$ cat src/rtl/dap_pkg.sv
package dap_pkg;

    localparam int IW       = 16;
    localparam int AW       = 8;
    localparam int NREG     = 8;
    localparam int RSEL_W   = $clog2(NREG);
    localparam int MODE_W   = 2;
    localparam int OP_W     = 4;
    localparam int OP_LSB   = 12;
    localparam int RN_LSB   = 9;

    localparam logic [MODE_W-1:0] MODE_BOOT = MODE_W'(0);
    localparam logic [MODE_W-1:0] MODE_RUN  = MODE_W'(2);
    localparam logic [IW-1:0]     NOP_WORD  = '0;

    typedef enum logic [OP_W-1:0] {
        OP_NOP     = 4'h0,
        OP_LDI     = 4'h1,
        OP_LDIND   = 4'h2,
        OP_JMP     = 4'h3,
        OP_SETMODE = 4'h4
    } op_e;

    typedef struct packed {
        op_e               op;
        logic [RSEL_W-1:0] rn;
        logic [AW-1:0]     imm;
    } fields_s;

    typedef struct packed {
        op_e               op;
        logic [RSEL_W-1:0] rn;
        logic [AW-1:0]     imm;
        logic [AW-1:0]     ea;
    } dec_s;

    function automatic fields_s crack(input logic [IW-1:0] w);
        fields_s f;
        case (w[OP_LSB +: OP_W])
            4'h1:    f.op = OP_LDI;
            4'h2:    f.op = OP_LDIND;
            4'h3:    f.op = OP_JMP;
            4'h4:    f.op = OP_SETMODE;
            default: f.op = OP_NOP;
        endcase
        f.rn  = w[RN_LSB +: RSEL_W];
        f.imm = w[AW-1:0];
        return f;
    endfunction

    function automatic logic bank_of(input logic [MODE_W-1:0] m);
        return m == MODE_RUN;
    endfunction

endpackage

$ cat src/rtl/dap_fetch.sv
module dap_fetch
    import dap_pkg::*;
(
    input  logic          clk,
    input  logic          rst,
    input  logic [IW-1:0] instr_word,
    input  logic          jump_taken,
    input  logic [AW-1:0] jump_target,
    input  logic          mode_bank,
    output logic [AW-1:0] fetch_addr,
    output logic          fetch_bank,
    output logic [IW-1:0] id_word
);

    logic [AW-1:0] pc_q;
    logic          bank_q;
    logic [IW-1:0] id_q;

    always_ff @(posedge clk) begin
        if (rst) begin
            pc_q   <= '0;
            bank_q <= 1'b0;
            id_q   <= NOP_WORD;
        end else if (jump_taken) begin
            pc_q   <= jump_target;
            bank_q <= mode_bank;
            id_q   <= NOP_WORD;
        end else begin
            pc_q   <= pc_q + AW'(1);
            bank_q <= mode_bank;
            id_q   <= instr_word;
        end
    end

    assign fetch_addr = pc_q;
    assign fetch_bank = bank_q;
    assign id_word    = id_q;

endmodule

$ cat src/rtl/dap_decode.sv
module dap_decode
    import dap_pkg::*;
(
    input  logic                     clk,
    input  logic                     rst,
    input  logic [IW-1:0]            id_word,
    input  logic [NREG-1:0][AW-1:0]  rf_q,
    output logic                     jump_taken,
    output logic [AW-1:0]            jump_target,
    output dec_s                     ex_q
);

    fields_s f;
    dec_s    d;

    always_comb begin
        f           = crack(id_word);
        d.op        = f.op;
        d.rn        = f.rn;
        d.imm       = f.imm;
        d.ea        = rf_q[f.rn];
        jump_taken  = (f.op == OP_JMP);
        jump_target = f.imm;
    end

    always_ff @(posedge clk) begin
        if (rst) begin
            ex_q <= '{op: OP_NOP, rn: '0, imm: '0, ea: '0};
        end else begin
            ex_q <= d;
        end
    end

endmodule

$ cat src/rtl/dap_regfile.sv
module dap_regfile
    import dap_pkg::*;
(
    input  logic                     clk,
    input  logic                     rst,
    input  dec_s                     ex_q,
    input  logic [RSEL_W-1:0]        dbg_sel,
    output logic [NREG-1:0][AW-1:0]  rf_q,
    output logic [MODE_W-1:0]        mode_q,
    output logic [AW-1:0]            dbg_data
);

    for (genvar i = 0; i < NREG; i++) begin : g_reg
        always_ff @(posedge clk) begin
            if (rst) begin
                rf_q[i] <= '0;
            end else if (ex_q.op == OP_LDI && ex_q.rn == RSEL_W'(i)) begin
                rf_q[i] <= ex_q.imm;
            end
        end
    end

    always_ff @(posedge clk) begin
        if (rst) begin
            mode_q <= MODE_BOOT;
        end else if (ex_q.op == OP_SETMODE) begin
            mode_q <= ex_q.imm[MODE_W-1:0];
        end
    end

    assign dbg_data = rf_q[dbg_sel];

endmodule

$ cat src/rtl/decode_addr_pipe.sv
module decode_addr_pipe
    import dap_pkg::*;
(
    input  logic              clk,
    input  logic              rst,
    input  logic [IW-1:0]     instr_i,
    output logic [AW-1:0]     fetch_addr_o,
    output logic              fetch_bank_o,
    output logic              dmem_en_o,
    output logic [AW-1:0]     dmem_addr_o,
    input  logic [RSEL_W-1:0] dbg_sel_i,
    output logic [AW-1:0]     dbg_data_o
);

    logic                    jump_taken;
    logic [AW-1:0]           jump_target;
    logic [IW-1:0]           id_word;
    dec_s                    ex_q;
    logic [NREG-1:0][AW-1:0] rf_q;
    logic [MODE_W-1:0]       mode_q;

    dap_fetch u_fetch (
        .clk         (clk),
        .rst         (rst),
        .instr_word  (instr_i),
        .jump_taken  (jump_taken),
        .jump_target (jump_target),
        .mode_bank   (bank_of(mode_q)),
        .fetch_addr  (fetch_addr_o),
        .fetch_bank  (fetch_bank_o),
        .id_word     (id_word)
    );

    dap_decode u_decode (
        .clk         (clk),
        .rst         (rst),
        .id_word     (id_word),
        .rf_q        (rf_q),
        .jump_taken  (jump_taken),
        .jump_target (jump_target),
        .ex_q        (ex_q)
    );

    dap_regfile u_regfile (
        .clk      (clk),
        .rst      (rst),
        .ex_q     (ex_q),
        .dbg_sel  (dbg_sel_i),
        .rf_q     (rf_q),
        .mode_q   (mode_q),
        .dbg_data (dbg_data_o)
    );

    assign dmem_en_o   = (ex_q.op == OP_LDIND);
    assign dmem_addr_o = ex_q.ea;

endmodule

$ cat config.mk
export PLATFORM = sky130hd
export DESIGN_NAME = decode_addr_pipe
export DESIGN_NICKNAME = d
export VERILOG_FILES = /design/src/rtl/dap_pkg.sv /design/src/rtl/dap_fetch.sv /design/src/rtl/dap_decode.sv /design/src/rtl/dap_regfile.sv /design/src/rtl/decode_addr_pipe.sv
export SDC_FILE = /design/constraint.sdc
export NUM_CORES = 1
export LEC_CHECK = 0
export BUFFER_PORTS_ARGS = -buffer_cell sky130_fd_sc_hd__buf_2
export CORE_MARGIN = 2
export CORE_UTILIZATION = 63
export CTS_CLUSTER_SIZE = 10
export DETAILED_ROUTE_END_ITERATION = 7
export HOLD_SLACK_MARGIN = 0.03
export PLACE_DENSITY = 0.93
export SYNTH_ARGS = -nofsm -noshare
export SYNTH_HDL_FRONTEND = slang
export SYNTH_SLANG_ARGS = --single-unit
$ cat constraint.sdc
create_clock -name clk -period 3.8 [get_ports clk]
set_input_delay 0.57 -clock clk [delete_from_list [all_inputs] [get_ports clk]]
set_output_delay 0.57 -clock clk [all_outputs]
set_load 0.1 [all_outputs]
==> reports/qor.yml <==
route:
  detailedRoute.firstPassIterationCount: 7
  dr_total_vias: 4286
  dr.first_iter.drc_count: 372
  via_cell_ratio: 6.825
  drcViolationCount: 0
  wl_per_cell_um: 19.27
  wl_um: 12100
  drt.antenna.violating_nets: 0
yosys:
  synth.distinct_cells: 39
  area_share_of_the_largest_cell_type_after_synthesis_pct: 44.32
  netlist.top_cell.by_area: "sky130_fd_sc_hd__dfxtp_1"
  synth-edff-count: 0
  synth_sequential_area_ratio_pct: 44.32
  yosys.area_share.xor_xnor_pct: 0.5194
  syn-instance-count: 527
  synth.mux.area_fraction_pct: 15.81
  synth-seq-cells: 112
  post_synth_fa_ha_maj_area_fraction_pct: 0.2473
  synth.cell_area_um2: 5059
  synthesized_net_count: 549
  synth_top_family_by_area: "simple AND/OR/NAND/NOR gates"
  synth_commonest_cells: "sky130_fd_sc_hd__dfxtp_1, sky130_fd_sc_hd__nand3_1, sky130_fd_sc_hd__o21ai_0"
  synth_async_sr_flop_share_pct: 0
  synth.yosys.warnings: 0
  cell_with_the_most_instances_after_synthesis: "sky130_fd_sc_hd__dfxtp_1"
  synth_compound_gate_area_share_pct: 16.25
  area_fraction_in_and_or_nand_and_nor_cells_after_synthesis_pct: 16.62
  postSynthAreaPerCell_um2: 9.599
  yosys_most_used_dff: "sky130_fd_sc_hd__dfxtp_1"
  synthTopCellsByArea: "sky130_fd_sc_hd__dfxtp_1, sky130_fd_sc_hd__mux4_1, sky130_fd_sc_hd__nand3_1"
critical_path:
  critical_path.most_common_cell: "sky130_fd_sc_hd__buf_2"
  worst_path_max_delay_cell: "sky130_fd_sc_hd__mux4_1"
  worst_path_dominant_cell_family: "multiplexers"
  cp-start-kind: "primary input"
  worstSetupPathType: "primary input to output pin"
  critical_path.cell_chain: "buf_2 > mux4_1 > mux2_2 > buf_2"
  destination_of_the_worst_register_to_register_timing_path: "u_regfile.rf_q[20]"
  critPathMaxStageDelay_ns: 0.61
  crit-reg2reg-launch: "u_decode.ex_q[19]"
  critPathArrivalTime_ns: 2.19
  rr_worst_depth: 3
  critical_path_required_ns: 3.23
  critical_path_depth: 4
  critical_path.endpoint_type: "output pin"
  worst-path-max-fanout: 16
  crit_buf_inv: 2
  r2r_setup_slk_ns: 1.84
global_routing:
  grt_max_degree: 54
  via_count_of_the_first_global_routing_pass: 4043
  met1_usage_pct: 32.99
  grt_use_met2_pct: 49.46
  grt_overflow: 0
  antenna_found_initial: 0
  globalRoute.busiestLayer: "met2"
  wire_length_of_the_first_global_routing_pass_um: 19260
  gr_util_all_layers_pct: 28.16
  globalRouteMet3Util_pct: 6.366
clock_tree:
  post_cts_buffers: 0
  num_cts_buffers: 9
  max-clock-path-buffers: 2
  cts_hold_buffers: 0
  tritoncts: "yes"
  cts_num_sinks: 112
  htree_num_levels: 3
  cts_root_buf: "sky130_fd_sc_hd__clkbuf_8"
  clock_latency_ns: 0.38
  clkSlewWorstSetupHoldPaths_ns: 0.11
  count_of_instances_resized_after_the_clock_tree_is_built: 0
min_path:
  hold_path.startpoint: "instr_i[14]"
  hold_path.class: "primary input to register"
  worstHoldEndpoint: "u_fetch.id_word[14]"
  min_path_cells: 2
floorplanning:
  core_area_um2: 7767
  ios: 47
  die_area_um2: 8762
  die_w_um: 93.61
  dieHeight_um: 93.61
  rows: 32
  start_util_pct: 65.13
final_layout:
  layout.core_utilization_pct: 68.64
  final_layout_size_suffix_gt1_share_pct: 18.25
  syn2layout_area_growth_pct: 5.392
  final_cell_area_um2: 5331
  insertedDiodeCount: 0
  fin_nets: 543
sta:
  max_slew.worst_pin.slew_ns: 1.119
  post-route-min-period_ns: 2.760
  final_setup_viols: 0
  slew_limit_fails: 0
  slew_headroom_pct: 25.07
  clock_skew_ns: 0.01288
  final.setup.tns_ns: 0
  fin_crit_sh_pct: 72.63
  unrepaired_setup_endpoints_after_global_routing: "false"
  fmaxAchievable_ghz: 0.3623
  final_count_of_hold_timing_violations: 0
outcome:
  run_status: "completed"
placement:
  place_congestion: 0.8845
  placed_area_um2: 5126
  port_bufs: 45
  dp_hpwl_um: 7496
flow_run:
  reported_max_cap_violation_count: 0
power_and_ir_drop:
  power.density_cell_area_nw_per_um2: 401.4
  pwr-share-seq_pct: 57.4
  power.switching_mw: 0.6253
  sw_frac_of_total_pct: 29.22
  power.leakage_nw: 1.948
  internal_power_mw: 1.515
  pwr-share-clk_pct: 33.1
  combPwrFrac_pct: 9.5
  ir_worst_vdd_uv: 262.9
[power by group through the flow]
stage | Clock, mW | Sequential, mW | Combinational, mW
final | 0.709 | 1.23 | 0.204
after global placement | 0 | 1.25 | 0.197
after floorplan | 0 | 1.27 | 0.148
after CTS | 0.717 | 1.23 | 0.202
after detailed placement | 0 | 1.25 | 0.202
after global routing | 0.764 | 1.23 | 0.214
[worst max-delay path by stage]
stage,startpoint,endpoint
finish,dbg_sel_i[0],dbg_data_o[0]
global route,dbg_sel_i[0],dbg_data_o[0]
CTS,dbg_sel_i[0],dbg_data_o[3]
detailed placement,dbg_sel_i[0],dbg_data_o[1]
global placement,dbg_sel_i[0],dbg_data_o[0]
floorplan,u_decode.ex_q[20],dmem_en_o
[flip-flops by register name, summed over array words and instances, names as in the netlist]
signal / count
u_regfile.mode_q: 2
u_decode.ex_q: 22
u_fetch.fetch_addr: 8
u_fetch.id_word: 15
u_fetch.fetch_bank: 1
u_regfile.rf_q: 64
[cell families after synthesis]
| logic type | Yosys count |
|---|---|
| mux | 43 |
| compound gates | 154 |
| xor+xnor | 3 |
| flops | 112 |
| simple gates | 148 |
| buf+inv | 66 |
| fa+ha+maj | 1 |
[layout make-up]
| cell class | count | area, um2 |
|---|---|---|
| Sequential cell | 112 | 2242 |
| Timing Repair Buffer | 49 | 255.2 |
| Clock inverter | 7 | 81.33 |
| Tap cell | 102 | 127.6 |
| Multi-Input combinational cell | 349 | 2501 |
| Clock buffer | 9 | 123.9 |
| Fill cell | 613 | 2436 |
[cell usage in the layout, fill, tap and decap left out, types with 2 or more instances in the layout]
cell type | netlist | routed
sky130_fd_sc_hd__dfxtp_1 | 112 | 112
sky130_fd_sc_hd__nand3_1 | 68 | 68
sky130_fd_sc_hd__o21ai_0 | 67 | 67
sky130_fd_sc_hd__a21oi_1 | 64 | 64
sky130_fd_sc_hd__buf_2 | 11 | 45
sky130_fd_sc_hd__nor2b_1 | 20 | 20
sky130_fd_sc_hd__mux2_2 | 16 | 16
sky130_fd_sc_hd__and2_1 | 16 | 16
sky130_fd_sc_hd__mux4_1 | 13 | 13
sky130_fd_sc_hd__a211oi_1 | 12 | 12
sky130_fd_sc_hd__mux4_2 | 11 | 11
sky130_fd_sc_hd__nor2_1 | 10 | 10
sky130_fd_sc_hd__clkbuf_8 | 0 | 9
sky130_fd_sc_hd__o22ai_1 | 8 | 8
sky130_fd_sc_hd__nor3_1 | 8 | 8
sky130_fd_sc_hd__or3_1 | 4 | 4
sky130_fd_sc_hd__buf_4 | 8 | 4
sky130_fd_sc_hd__nor3b_1 | 3 | 3
sky130_fd_sc_hd__mux2i_1 | 3 | 3
sky130_fd_sc_hd__a311oi_1 | 3 | 3
sky130_fd_sc_hd__nand2_1 | 3 | 3
sky130_fd_sc_hd__nor3b_2 | 2 | 2
sky130_fd_sc_hd__and3b_1 | 2 | 2
sky130_fd_sc_hd__nand3b_1 | 2 | 2
sky130_fd_sc_hd__nor4b_1 | 2 | 2
sky130_fd_sc_hd__xor2_1 | 2 | 2
sky130_fd_sc_hd__inv_6 | 0 | 2
sky130_fd_sc_hd__inv_8 | 0 | 2
sky130_fd_sc_hd__clkinv_8 | 0 | 2
[worst register-to-register path, stage by stage (launching register included)]
cell and delay, ns:
sky130_fd_sc_hd__dfxtp_1 0.48, sky130_fd_sc_hd__nor3b_2 0.95, sky130_fd_sc_hd__nand3_1 0.27, sky130_fd_sc_hd__a21oi_1 0.19
[routing by layer]
| layer | wire length, um | share of wire, % | vias up |
|---|---|---|---|
| met5 | 0 | 0 | - |
| met4 | 348 | 2.9 | 0 |
| met3 | 1196 | 9.9 | 49 |
| met2 | 5991 | 50 | 282 |
| met1 | 4565 | 38 | 2042 |
| li1 | - | - | 1913 |
[metrics by stage]
step | hold WS [ns] | total power, mW | std cells | setup WS [ns]
after floorplan | 0.3971 | 1.418 | 527 | 0.6024
after global placement | 0.4110 | 1.449 | 612 | 1.087
after detailed placement | 0.4142 | 1.455 | 612 | 1.047
after CTS | 0.3632 | 2.146 | 628 | 1.045
after global routing | 0.3613 | 2.210 | 628 | 1.003
final | 0.3700 | 2.140 | 628 | 1.040
(Power assumes the default switching activity.)
